--- src/rtl/calclk_pkg.sv ---
package calclk_pkg;

  localparam int unsigned ADDR_W = 4;
  localparam int unsigned NF     = 7;   // count fields
  localparam int unsigned NA     = 3;   // alarm fields

  // field indices
  localparam int unsigned F_SEC = 0;
  localparam int unsigned F_MIN = 1;
  localparam int unsigned F_HR  = 2;
  localparam int unsigned F_DOW = 3;
  localparam int unsigned F_DOM = 4;
  localparam int unsigned F_MON = 5;
  localparam int unsigned F_YR  = 6;

  localparam logic [ADDR_W-1:0] A_CTLA = 4'hA;
  localparam logic [ADDR_W-1:0] A_CTLB = 4'hB;
  localparam logic [ADDR_W-1:0] A_STAT = 4'hC;

  typedef logic [6:0] val_t;

  function automatic logic [ADDR_W-1:0] field_addr(input int unsigned i);
    case (i)
      F_SEC:   return 4'h0;
      F_MIN:   return 4'h2;
      F_HR:    return 4'h4;
      F_DOW:   return 4'h6;
      F_DOM:   return 4'h7;
      F_MON:   return 4'h8;
      default: return 4'h9;
    endcase
  endfunction

  function automatic logic [ADDR_W-1:0] alarm_addr(input int unsigned i);
    case (i)
      0:       return 4'h1;
      1:       return 4'h3;
      default: return 4'h5;
    endcase
  endfunction

  function automatic val_t dec_byte(input logic [7:0] b, input logic bin);
    logic [7:0] t;
    if (bin) t = b;
    else     t = ({4'd0, b[7:4]} * 8'd10) + {4'd0, b[3:0]};
    return t[6:0];
  endfunction

  function automatic logic [7:0] enc_byte(input val_t v, input logic bin);
    logic [7:0] w, tens, ones;
    w    = {1'b0, v};
    tens = w / 8'd10;
    ones = w - tens * 8'd10;
    if (bin) return w;
    return {tens[3:0], ones[3:0]};
  endfunction

  function automatic val_t dec_hour(input logic [7:0] b, input logic bin, input logic h24);
    val_t h;
    h = dec_byte({1'b0, b[6:0]}, bin);
    if (!h24) begin
      if (h == 7'd12) h = 7'd0;
      if (b[7])       h = h + 7'd12;
    end
    return h;
  endfunction

  function automatic logic [7:0] enc_hour(input val_t v, input logic bin, input logic h24);
    logic       pm;
    val_t       h12;
    logic [7:0] t;
    if (h24) return enc_byte(v, bin);
    pm  = (v >= 7'd12);
    h12 = pm ? v - 7'd12 : v;
    if (h12 == 7'd0) h12 = 7'd12;
    t = enc_byte(h12, bin);
    return {pm, t[6:0]};
  endfunction

endpackage

--- src/rtl/calclk_decode.sv ---
module calclk_decode
  import calclk_pkg::*;
#(
  parameter int unsigned N = NF
) (
  input  logic [N-1:0][7:0] raw,
  input  logic              bin,
  input  logic              h24,
  output logic [N-1:0][6:0] val
);
  for (genvar i = 0; i < N; i++) begin : g_fld
    if (i == F_HR) begin : g_hour
      assign val[i] = dec_hour(raw[i], bin, h24);
    end else begin : g_plain
      assign val[i] = dec_byte(raw[i], bin);
    end
  end
endmodule

--- src/rtl/calclk_encode.sv ---
module calclk_encode
  import calclk_pkg::*;
#(
  parameter int unsigned N = NF
) (
  input  logic [N-1:0][6:0] val,
  input  logic              bin,
  input  logic              h24,
  output logic [N-1:0][7:0] raw
);
  for (genvar i = 0; i < N; i++) begin : g_fld
    if (i == F_HR) begin : g_hour
      assign raw[i] = enc_hour(val[i], bin, h24);
    end else begin : g_plain
      assign raw[i] = enc_byte(val[i], bin);
    end
  end
endmodule

--- src/rtl/calclk_step.sv ---
module calclk_step
  import calclk_pkg::*;
#(
  parameter int unsigned YEAR_LAST  = 99,
  parameter int unsigned LEAP_EVERY = 4,
  parameter int unsigned DOW_LAST   = 7
) (
  input  logic [NF-1:0][6:0] cur,
  output logic [NF-1:0][6:0] nxt
);
  localparam val_t YL = val_t'(YEAR_LAST);
  localparam val_t LP = val_t'(LEAP_EVERY);
  localparam val_t DL = val_t'(DOW_LAST);

  logic c_sec, c_min, c_hr, c_day, c_mon;
  val_t dim;

  always_comb begin
    case (cur[F_MON])
      7'd2:                      dim = ((cur[F_YR] % LP) == 7'd0) ? 7'd29 : 7'd28;
      7'd4, 7'd6, 7'd9, 7'd11:   dim = 7'd30;
      default:                   dim = 7'd31;
    endcase

    c_sec = (cur[F_SEC] >= 7'd59);
    c_min = c_sec && (cur[F_MIN] >= 7'd59);
    c_hr  = c_min && (cur[F_HR]  >= 7'd23);
    c_day = c_hr  && (cur[F_DOM] >= dim);
    c_mon = c_day && (cur[F_MON] >= 7'd12);

    nxt = cur;
    nxt[F_SEC] = c_sec ? 7'd0 : cur[F_SEC] + 7'd1;
    if (c_sec) nxt[F_MIN] = (cur[F_MIN] >= 7'd59) ? 7'd0 : cur[F_MIN] + 7'd1;
    if (c_min) nxt[F_HR]  = (cur[F_HR]  >= 7'd23) ? 7'd0 : cur[F_HR]  + 7'd1;
    if (c_hr) begin
      nxt[F_DOW] = (cur[F_DOW] >= DL)  ? 7'd1 : cur[F_DOW] + 7'd1;
      nxt[F_DOM] = (cur[F_DOM] >= dim) ? 7'd1 : cur[F_DOM] + 7'd1;
    end
    if (c_day) nxt[F_MON] = (cur[F_MON] >= 7'd12) ? 7'd1 : cur[F_MON] + 7'd1;
    if (c_mon) nxt[F_YR]  = (cur[F_YR]  >= YL)    ? 7'd0 : cur[F_YR]  + 7'd1;
  end
endmodule

--- src/rtl/calclk_alarm.sv ---
module calclk_alarm
  import calclk_pkg::*;
(
  input  logic [NA-1:0][7:0] cand,
  input  logic [NA-1:0][7:0] alarm,
  output logic               hit
);
  logic [NA-1:0] eq;
  for (genvar i = 0; i < NA; i++) begin : g_cmp
    assign eq[i] = (cand[i] == alarm[i]);
  end
  assign hit = &eq;
endmodule

--- src/rtl/calclk.sv ---
module calclk
  import calclk_pkg::*;
#(
  parameter int unsigned YEAR_LAST  = 99,
  parameter int unsigned LEAP_EVERY = 4,
  parameter int unsigned DOW_LAST   = 7
) (
  input  logic              clk,
  input  logic              rst_n,
  input  logic              tick,
  input  logic [ADDR_W-1:0] addr,
  input  logic              wr_en,
  input  logic [7:0]        wdata,
  input  logic              rd_en,
  output logic [7:0]        rdata,
  output logic              irq
);
  localparam logic [7:0] CTLB_RST = 8'h80;

  // reset synchroniser
  logic [1:0] rst_sync_q;
  logic       rst_sync_n;
  always_ff @(posedge clk or negedge rst_n) begin
    if (!rst_n) rst_sync_q <= 2'b00;
    else        rst_sync_q <= {rst_sync_q[0], 1'b1};
  end
  assign rst_sync_n = rst_sync_q[1];

  // state
  logic [NF-1:0][7:0] cnt_q,   cnt_d;
  logic [NA-1:0][7:0] alm_q,   alm_d;
  logic [6:0]         ctla_q,  ctla_d;
  logic [7:0]         ctlb_q,  ctlb_d;
  logic               af_q, af_d, uf_q, uf_d;
  logic               pend_q, pend_d;

  logic               frz, bin, h24, aie, uie;
  assign frz = ctlb_q[7];
  assign aie = ctlb_q[5];
  assign uie = ctlb_q[4];
  assign bin = ctlb_q[2];
  assign h24 = ctlb_q[1];

  // datapath
  logic [NF-1:0][6:0] cur_v, nxt_v;
  logic [NF-1:0][7:0] nxt_raw;
  logic               alarm_hit;

  calclk_decode #(.N(NF)) u_dec (
    .raw(cnt_q), .bin(bin), .h24(h24), .val(cur_v)
  );

  calclk_step #(
    .YEAR_LAST(YEAR_LAST), .LEAP_EVERY(LEAP_EVERY), .DOW_LAST(DOW_LAST)
  ) u_step (
    .cur(cur_v), .nxt(nxt_v)
  );

  calclk_encode #(.N(NF)) u_enc (
    .val(nxt_v), .bin(bin), .h24(h24), .raw(nxt_raw)
  );

  calclk_alarm u_alarm (
    .cand({nxt_raw[F_HR], nxt_raw[F_MIN], nxt_raw[F_SEC]}),
    .alarm(alm_q),
    .hit(alarm_hit)
  );

  logic stat_rd;
  logic irq_flag;
  assign stat_rd  = rd_en && (addr == A_STAT);
  assign irq_flag = (af_q && aie) || (uf_q && uie);

  // next state
  always_comb begin
    pend_d = tick && !frz && !pend_q;

    for (int i = 0; i < NF; i++) begin
      cnt_d[i] = cnt_q[i];
      if (pend_q) cnt_d[i] = nxt_raw[i];
      if (wr_en && (addr == field_addr(i))) cnt_d[i] = wdata;
    end

    for (int i = 0; i < NA; i++) begin
      alm_d[i] = alm_q[i];
      if (wr_en && (addr == alarm_addr(i))) alm_d[i] = wdata;
    end

    ctla_d = (wr_en && addr == A_CTLA) ? wdata[6:0] : ctla_q;
    ctlb_d = (wr_en && addr == A_CTLB) ? wdata      : ctlb_q;

    af_d = stat_rd ? 1'b0 : af_q;
    uf_d = stat_rd ? 1'b0 : uf_q;
    if (pend_q) begin
      uf_d = 1'b1;
      if (alarm_hit) af_d = 1'b1;
    end
  end

  // registers
  always_ff @(posedge clk or negedge rst_sync_n) begin
    if (!rst_sync_n) begin
      cnt_q  <= '0;
      alm_q  <= '0;
      ctla_q <= '0;
      ctlb_q <= CTLB_RST;
      af_q   <= 1'b0;
      uf_q   <= 1'b0;
      pend_q <= 1'b0;
    end else begin
      cnt_q  <= cnt_d;
      alm_q  <= alm_d;
      ctla_q <= ctla_d;
      ctlb_q <= ctlb_d;
      af_q   <= af_d;
      uf_q   <= uf_d;
      pend_q <= pend_d;
    end
  end

  // read mux
  always_comb begin
    rdata = 8'h00;
    for (int i = 0; i < NF; i++)
      if (addr == field_addr(i)) rdata = cnt_q[i];
    for (int i = 0; i < NA; i++)
      if (addr == alarm_addr(i)) rdata = alm_q[i];
    if (addr == A_CTLA) rdata = {pend_q, ctla_q};
    if (addr == A_CTLB) rdata = ctlb_q;
    if (addr == A_STAT) rdata = {irq_flag, 1'b0, af_q, uf_q, 4'h0};
  end

  assign irq = irq_flag;

endmodule

--- config.mk ---
export PLATFORM = sky130hd
export DESIGN_NAME = calclk
export DESIGN_NICKNAME = d
export VERILOG_FILES = /design/src/rtl/calclk_pkg.sv /design/src/rtl/calclk_decode.sv /design/src/rtl/calclk_encode.sv /design/src/rtl/calclk_step.sv /design/src/rtl/calclk_alarm.sv /design/src/rtl/calclk.sv
export SDC_FILE = /design/constraint.sdc
export NUM_CORES = 1
export LEC_CHECK = 0
export BUFFER_PORTS_ARGS = -buffer_cell sky130_fd_sc_hd__buf_4
export CELL_PAD_IN_SITES_DETAIL_PLACEMENT = 1
export CELL_PAD_IN_SITES_GLOBAL_PLACEMENT = 1
export CORE_UTILIZATION = 33
export DETAILED_ROUTE_END_ITERATION = 12
export PLACE_DENSITY = 0.62
export SLEW_MARGIN = 25
export SYNTH_ARGS = -nofsm -noshare
export SYNTH_HDL_FRONTEND = slang
export SYNTH_SLANG_ARGS = --single-unit
--- constraint.sdc ---
create_clock -name clk -period 3.6 [get_ports clk]
set_clock_uncertainty 0.2 [all_clocks]
set_input_delay 0 -clock clk [delete_from_list [all_inputs] [get_ports clk]]
set_output_delay 0 -clock clk [all_outputs]
set_load 0.02 [all_outputs]
* Yosys cells after proc, flatten, opt, wreduce, memory -nomap -nowiden *
Cells that the tools add are included.

word-level totals
  word-level logic and storage cells = 211
  bits in registers = 100
  input port bits = 17
  output and inout port bits = 9

operators by class
  div/mod/pow operators = 8
  equal/unequal tests = 21
  muxes and demuxes = 82
  reductions and logical operators = 37
  $lt $le $gt $ge = 8
  add/subtract/negate cells = 24
  multipliers = 15

operators with widths
  cell                                                                   count
  8-bit 2-to-1 mux                                                       43
  7-bit 2-to-1 mux                                                       27
  7-bit by 4-bit divider with 8-bit output, second input constant        8
  8-bit by 3-bit multiplier with 3-bit output, second input constant     8
  7-bit by 1-bit adder with 7-bit output, second input constant          7
  7-bit by 4-bit adder with 7-bit output                                 7
  4-bit by 3-bit multiplier with 6-bit output, second input constant     6
  4-bit subtractor                                                       8
  8-bit equality test                                                    3
  7-bit by 4-bit equality test with 1-bit output, second input constant  3
  1-bit logical AND                                                      21
  4-bit equality test, second input constant                             5
  4-bit by 3-bit equality test with 1-bit output, second input constant  4
  2-bit nonzero test                                                     8
  7-bit by 3-bit equality test with 1-bit output, second input constant  2
  7-bit by 4-bit >= comparator with 1-bit output, second input constant  2
  7-bit by 6-bit >= comparator with 1-bit output, second input constant  2
  7-bit logical NOT                                                      2
  14-bit 2-to-1 mux                                                      1
  7-bit one-hot mux with 2 select lines                                  1
  1-bit 2-to-1 mux                                                       10
  4-bit by 2-bit equality test with 1-bit output, second input constant  2
  7-bit by 4-bit adder with 7-bit output, second input constant          1
  7-bit by 2-bit equality test with 1-bit output, second input constant  1
  other kinds (12)                                                       13

* Logic depth before layout (Yosys ltp) *
  depth in word-level cells = 26
  mapped depth = 48
  mapped depth without buffers = 47

* Hierarchy *
Synthesis repeated with hierarchy kept, for this count alone.

unflattened totals
  cell total of the unflattened synthesis = 1571
  area total of the unflattened synthesis = 12789.8 µm²

modules (own cells, without submodules)
  module         times used  cells each  seq. area each (µm²)  area an instance (µm²)
  calclk         1           551         2503.7                5586.6
  calclk_encode  1           527         0.0                   3508.4
  calclk_decode  1           261         0.0                   2073.2
  calclk_step    1           200         0.0                   1357.6
  calclk_alarm   1           32          0.0                   264.0

* Worst setup path after synthesis *
OpenSTA, ideal clock, no wires.

  path type = reg-to-reg
  from = reg cnt_q[17] in the netlist's numbering
  to = reg af_q
  setup time = 76 ps
  data required time = 3324 ps
  cell stages (with the launch flop) = 43
  arrival time = 9083 ps
  period minus slack after synthesis = 9359 ps
  path slack = -5759 ps
  cell sequence = dfrtp_1 > ha_1 > fa_1 > a21o_1 > a211o_1 > and3_1 > buf_2 > or4_4 > nand2_1 > ha_1 > a311oi_2 > or2_2 > o21ai_2 > nor4_1 > a221o_1 > clkbuf_1 > ha_1 > xnor2_1 > (+7 left out) > xor2_1 > ha_1 > o21ai_0 > a21oi_1 > nor2_1 > ha_1 > nand2_1 > o21ai_0 > o211a_2 > nand2_1 > ha_1 > inv_1 > fa_1 > mux4_2 > xor2_1 > nor4_1 > nand4_1 > o21ai_1

between the ends
  word-level cells in the longest chain between the ends = 25
  elaborated cells between the ends (all ways) = 34
  classes of those cells = 6 x add/sub; 2 x mul; 2 x div; 2 x order compare; 2 x eq/ne; 18 x mux; 2 x reduce/logical

RTL lines
  item                                            line                source
  from (decl)                                     calclk.sv:30        logic [NF-1:0][7:0] cnt_q, cnt_d;
  from (signal assigned)                          calclk.sv:111       cnt_q <= cnt_d;
  7-bit by 4-bit adder with 7-bit output          calclk_pkg.sv:45    else t = ({4'd0, b[7:4]} * 8'd10) + {4'd0, b[3:0]};
  7-bit 2-to-1 mux (*)                            calclk_pkg.sv:44    if (bin) t = b;
  7-bit by 4-bit equality test with 1-bit output  calclk_pkg.sv:62    if (h == 7'd12) h = 7'd0;
  7-bit 2-to-1 mux                                calclk_pkg.sv:62
  7-bit 2-to-1 mux                                calclk_pkg.sv:61    if (!h24) begin
  7-bit by 4-bit adder with 7-bit output          calclk_pkg.sv:63    if (b[7]) h = h + 7'd12;
  7-bit 2-to-1 mux                                calclk_pkg.sv:63
  7-bit 2-to-1 mux (*)                            calclk_pkg.sv:61
  (+10 left out)                                  n/a
  4-bit subtractor                                calclk_pkg.sv:53    ones = w - tens * 8'd10;
  7-bit 2-to-1 mux                                calclk_pkg.sv:55    return {tens[3:0], ones[3:0]};
  8-bit 2-to-1 mux (*)                            calclk_pkg.sv:73    pm = (v >= 7'd12);
  8-bit equality test (*)                         calclk_alarm.sv:10  assign eq[i] = (cand[i] == alarm[i]);
  3-bit AND reduction (*)                         calclk_alarm.sv:12  assign hit = &eq;
  1-bit 2-to-1 mux (*)                            calclk.sv:96        if (alarm_hit) af_d = 1'b1;
  1-bit 2-to-1 mux (*)                            calclk.sv:94        if (pend_q) begin
  via af_d                                        calclk.sv:34        logic af_q, af_d, uf_q, uf_d;
  to (signal assigned)                            calclk.sv:107       af_q <= 1'b0;
  to (signal assigned)                            calclk.sv:115       af_q <= af_d;
  to (decl)                                       calclk.sv:34

Mark *: on every way through the listed nets, which the timed path passes. The rest lies on a longest branch. The select of a mux whose other input is x is not followed.
A chain may end at the register's enable or synchronous reset.

* Worst setup path in the final report *
  from = reg cnt_q[20] in the netlist's numbering
  to = reg af_q

between the ends
  word-level cells in the longest chain between the ends = 26
  elaborated cells between the ends (all ways) = 35
  classes of those cells = 6 x add/sub; 3 x mul; 2 x div; 2 x order compare; 2 x eq/ne; 18 x mux; 2 x reduce/logical

RTL lines
  item                                            line
  3-bit by 3-bit multiplier with 6-bit output     calclk_pkg.sv:45
  7-bit by 4-bit adder with 7-bit output          calclk_pkg.sv:45
  7-bit 2-to-1 mux (*)                            calclk_pkg.sv:44
  7-bit by 4-bit equality test with 1-bit output  calclk_pkg.sv:62
  7-bit 2-to-1 mux                                calclk_pkg.sv:62
  7-bit 2-to-1 mux                                calclk_pkg.sv:61
  7-bit by 4-bit adder with 7-bit output          calclk_pkg.sv:63
  7-bit 2-to-1 mux                                calclk_pkg.sv:63
  (+11 left out)                                  n/a
  4-bit subtractor                                calclk_pkg.sv:53
  7-bit 2-to-1 mux                                calclk_pkg.sv:55
  8-bit 2-to-1 mux (*)                            calclk_pkg.sv:73
  8-bit equality test (*)                         calclk_alarm.sv:10
  3-bit AND reduction (*)                         calclk_alarm.sv:12
  1-bit 2-to-1 mux (*)                            calclk.sv:96
  1-bit 2-to-1 mux (*)                            calclk.sv:94
  via af_d                                        calclk.sv:34

Marked as above.

==> metrics.md <==
| Metric | Value |
|---|---|
| Outcome | finished, violations left |
| Failing checks | negative setup slack |
| Nature of the critical path startpoint | flop |
| Yosys top cell by area | dfrtp_1 |
| Pre-CTS worst setup slack | -5.05 ns |
| GR Overflow Total | 0 |
| Total routed wirelength | between 50000 and 60000 um |
| Crit path DAT | roughly 8.6 ns |
| Syn avg cell area | 7.98 sq um |
| Synthesized flop and latch total | 100 |
| Final hold vios | 0 |
| Area delta synth->final | 58.4% |
| Clock Pin Slew Worst Setup and Hold Paths | 0.07 ns |
| CP peak stage delay | 0.55 ns |
| CP Class | reg2reg |
| DRC marker count from the first detailed-route iteration | roughly 720 |
| Synth Warn # | 0 |
| Root buffer cell | clkbuf_16 |
| Share of cells above drive strength 1 | a little under half |
| Crit path launch | cnt_q[20] |
| CTS tree | built |
| RSZ-0062 raised after global routing | true |
| Fin crit period | about 8.5 ns |
| Initial Util | between 30% and 40% |
| Max Freq | about 120 MHz |
| Max cap viols | 0 |
| Worst reg2reg startpoint | cnt_q[20] |
| Ratio of final minimum period to clock period | 237% |
| Antenna Nets Post-Route | 0 |
| # diodes | 0 |
| Distinct cells, synth | 108 |
| DIE HEIGHT | ~190 um |
| Vias | about 14k |
| Commonest cells post-synth | 182 x nand2_1, 153 x nor2_1, 125 x a21oi_1 |
| Critical path capture point type | flop |
| Hold Crit Class | in2reg |
| Fraction of registers with async set/reset | 100% |
| Core Area | 35600 sq um |
| Worst setup margin | -4.93 ns |
| GPL Wtd Cong | around 0.92 |
| Top cells by area, synth | dfrtp_1 21%, ha_1 8.4%, nand2_1 5.7% |
| Clock Latency Late Sink | ~0.36 ns |
| Fill count | approximately 4.1k |
| Clk buf depth | 2 |
| Register area share after synthesis | 21.0% |
| DR vias/cell | 5.53 |
| Die area | roughly 37000 sq um |
| Tot GR Track Use | roughly 28% |
| Nets | 2130 |
| Most used cell, CP | ha_4 |
| EDFF count, synth | 0 |
| Worst Max-Slew Pin Slew | approximately 0.74 ns |
| Vias in the first global route | 14.4k |
| Required time of the critical path | around 3.7 ns |
| Critical Path Slowest Stage Cell | fa_2 |
| Row cnt | 69 |
| Final number of max-transition violations | 0 |
| Hold Startpoint | addr[2] |
| Mapped cell area | approximately 12000 sq um |
| Port Buffer Count | 25 |
| Cell with the most instances after synthesis | nand2_1 |
| Die Width | 192 um |
| Ports | 26 |
| Syn Nets | 1613 |
| Initial antenna violation count | 1 |
| Gate Count Post-Synth | approximately 1.5k |
| CTS HTree Levels | 3 |
| Ys flop type | dfrtp_1 |
| # setup viols final | 55 |
| Post-synth top area share | approximately 21% |
| Largest net degree at the start of global routing | 54 |
| Residual DRC | 0 |
| Per-cell routed wire length | ~21 um |
| First-pass GRT wire length | between 80000 and 90000 um |
| Cts bufs inserted | 9 |
| Clock net sink count | 100 |
| HPWL Detailed | just under 40000 um |
| Slew headroom | between 50% and 60% |
| TritonRoute pass-1 iters | 6 |
| Critical path peak fanout | 4 |
==> timing repair <==
| item | in CTS | in global routing |
|---|---|---|
| hold endpoints to repair | 91 | 0 |
| hold buffers | 14 | 0 |
| pin swaps | 98 | 92 |
| setup endpoints to repair | 54 | 56 |
| buffers inserted | 69 | 45 |
| gates resized for setup | 203 | 99 |
==> sequential cells by signal, summed over array words and instances (netlist names) <==
name,cells
ctla_q,7
alm_q,24
uf_q,1
cnt_q,56
rst_sync_q,2
ctlb_q,8
pend_q,1
af_q,1
==> placed cells by master (no fill, tap or decap), types with 10 or more instances in the layout <==
master         instances
a211oi_2              14
a21o_1                16
a21oi_1               86
a21oi_2               26
a21oi_4               14
a22oi_1               17
a31oi_1               23
and3_1                14
buf_4                489
buf_6                 56
dfrtp_1               96
dlygate4sd3_1         14
fa_1                  13
ha_1                  57
ha_4                  17
inv_1                 37
inv_2                 13
mux2_2                55
mux2i_1               52
nand2_1              163
nand2_2               15
nand2b_1              17
nand3_1               26
nand4_1               10
nor2_1               126
nor2_2                14
nor2_4                16
nor3_1                23
o21ai_0               48
o21ai_1               34
o21ai_2               15
xnor2_1               51
xor2_1                25
==> cell families after synthesis <==
family	after synthesis	synth area share (%)
and+or+nand+nor	517	20.0
AOI/OAI and AO/OA	446	25.0
muxes	122	11.4
buffers and inverters	117	3.98
adders and majority gates	107	12.4
DFF	100	21.0
xor gates and xnor gates	85	6.24
other	1	0.0314
==> path summary, 6_finish.rpt <==
check | endpoint | slack, ns | cells past startpoint
max | af_q | -4.93 | 44
max reg2reg | af_q | -4.93 | 44
min | cnt_q[5] | 0.03 | 4
max in group asynchronous | ctlb_q[7] | 2.23 | 1
min in group asynchronous | cnt_q[0] | 0.17 | 0
min reg2reg | rst_sync_q[1] | 0.15 | 0
==> area by class of cell <==
class / instances / area (sq um) / area share (%)
multi-input cells: 1278 / 10700 / 56.4
flip-flops and latches: 100 / 2510 / 13.3
repair buffers: 569 / 4630 / 24.5
inverters: 54 / 213 / 1.13
well taps: 461 / 577 / 3.05
clock buffers: 9 / 225 / 1.19
clock inverters: 7 / 73.8 / 0.391
==> worst max-delay path: cells and delay by family, from the launching register on <==
kind	cells	cell delay (ns)
fa+ha+maj	8	2.00
simple gates	17	2.57
flops	1	0.42
xor+xnor	3	0.53
compound gates	13	2.48
mux	1	0.12
buf+inv	2	0.11
==> metrics by stage <==
| stage | std cells | hold slack (ns) | utilization, % | area [sq um] | setup TNS (ns) |
|---|---|---|---|---|---|
| after floorplan | 1495 | -0.496 | - | 12800 | -107.30 |
| final | 2478 | 0.0304 | 53.1 | 18900 | -140.46 |
| after detailed placement | 2361 | -0.415 | 46.4 | 16500 | -132.87 |
| after global routing | 2478 | 0.0444 | 53.1 | 18900 | -153.67 |
| after global placement | 2361 | -0.418 | 46.4 | 16500 | -123.98 |
| after CTS | 2453 | 0.00321 | 51.4 | 18300 | -133.78 |
==> routing by layer <==
metal	track usage, %	vias to the layer above	routed length, um
li1	-	6529	-
met1	36.5	6864	23100
met2	48.3	228	25900
met3	1.43	86	1230
met4	10.8	2	1710
met5	0	-	8
Power is left out: the tool's default activity adds up to more than one toggle a clock period on the data nets, which glitch-free logic cannot reach.
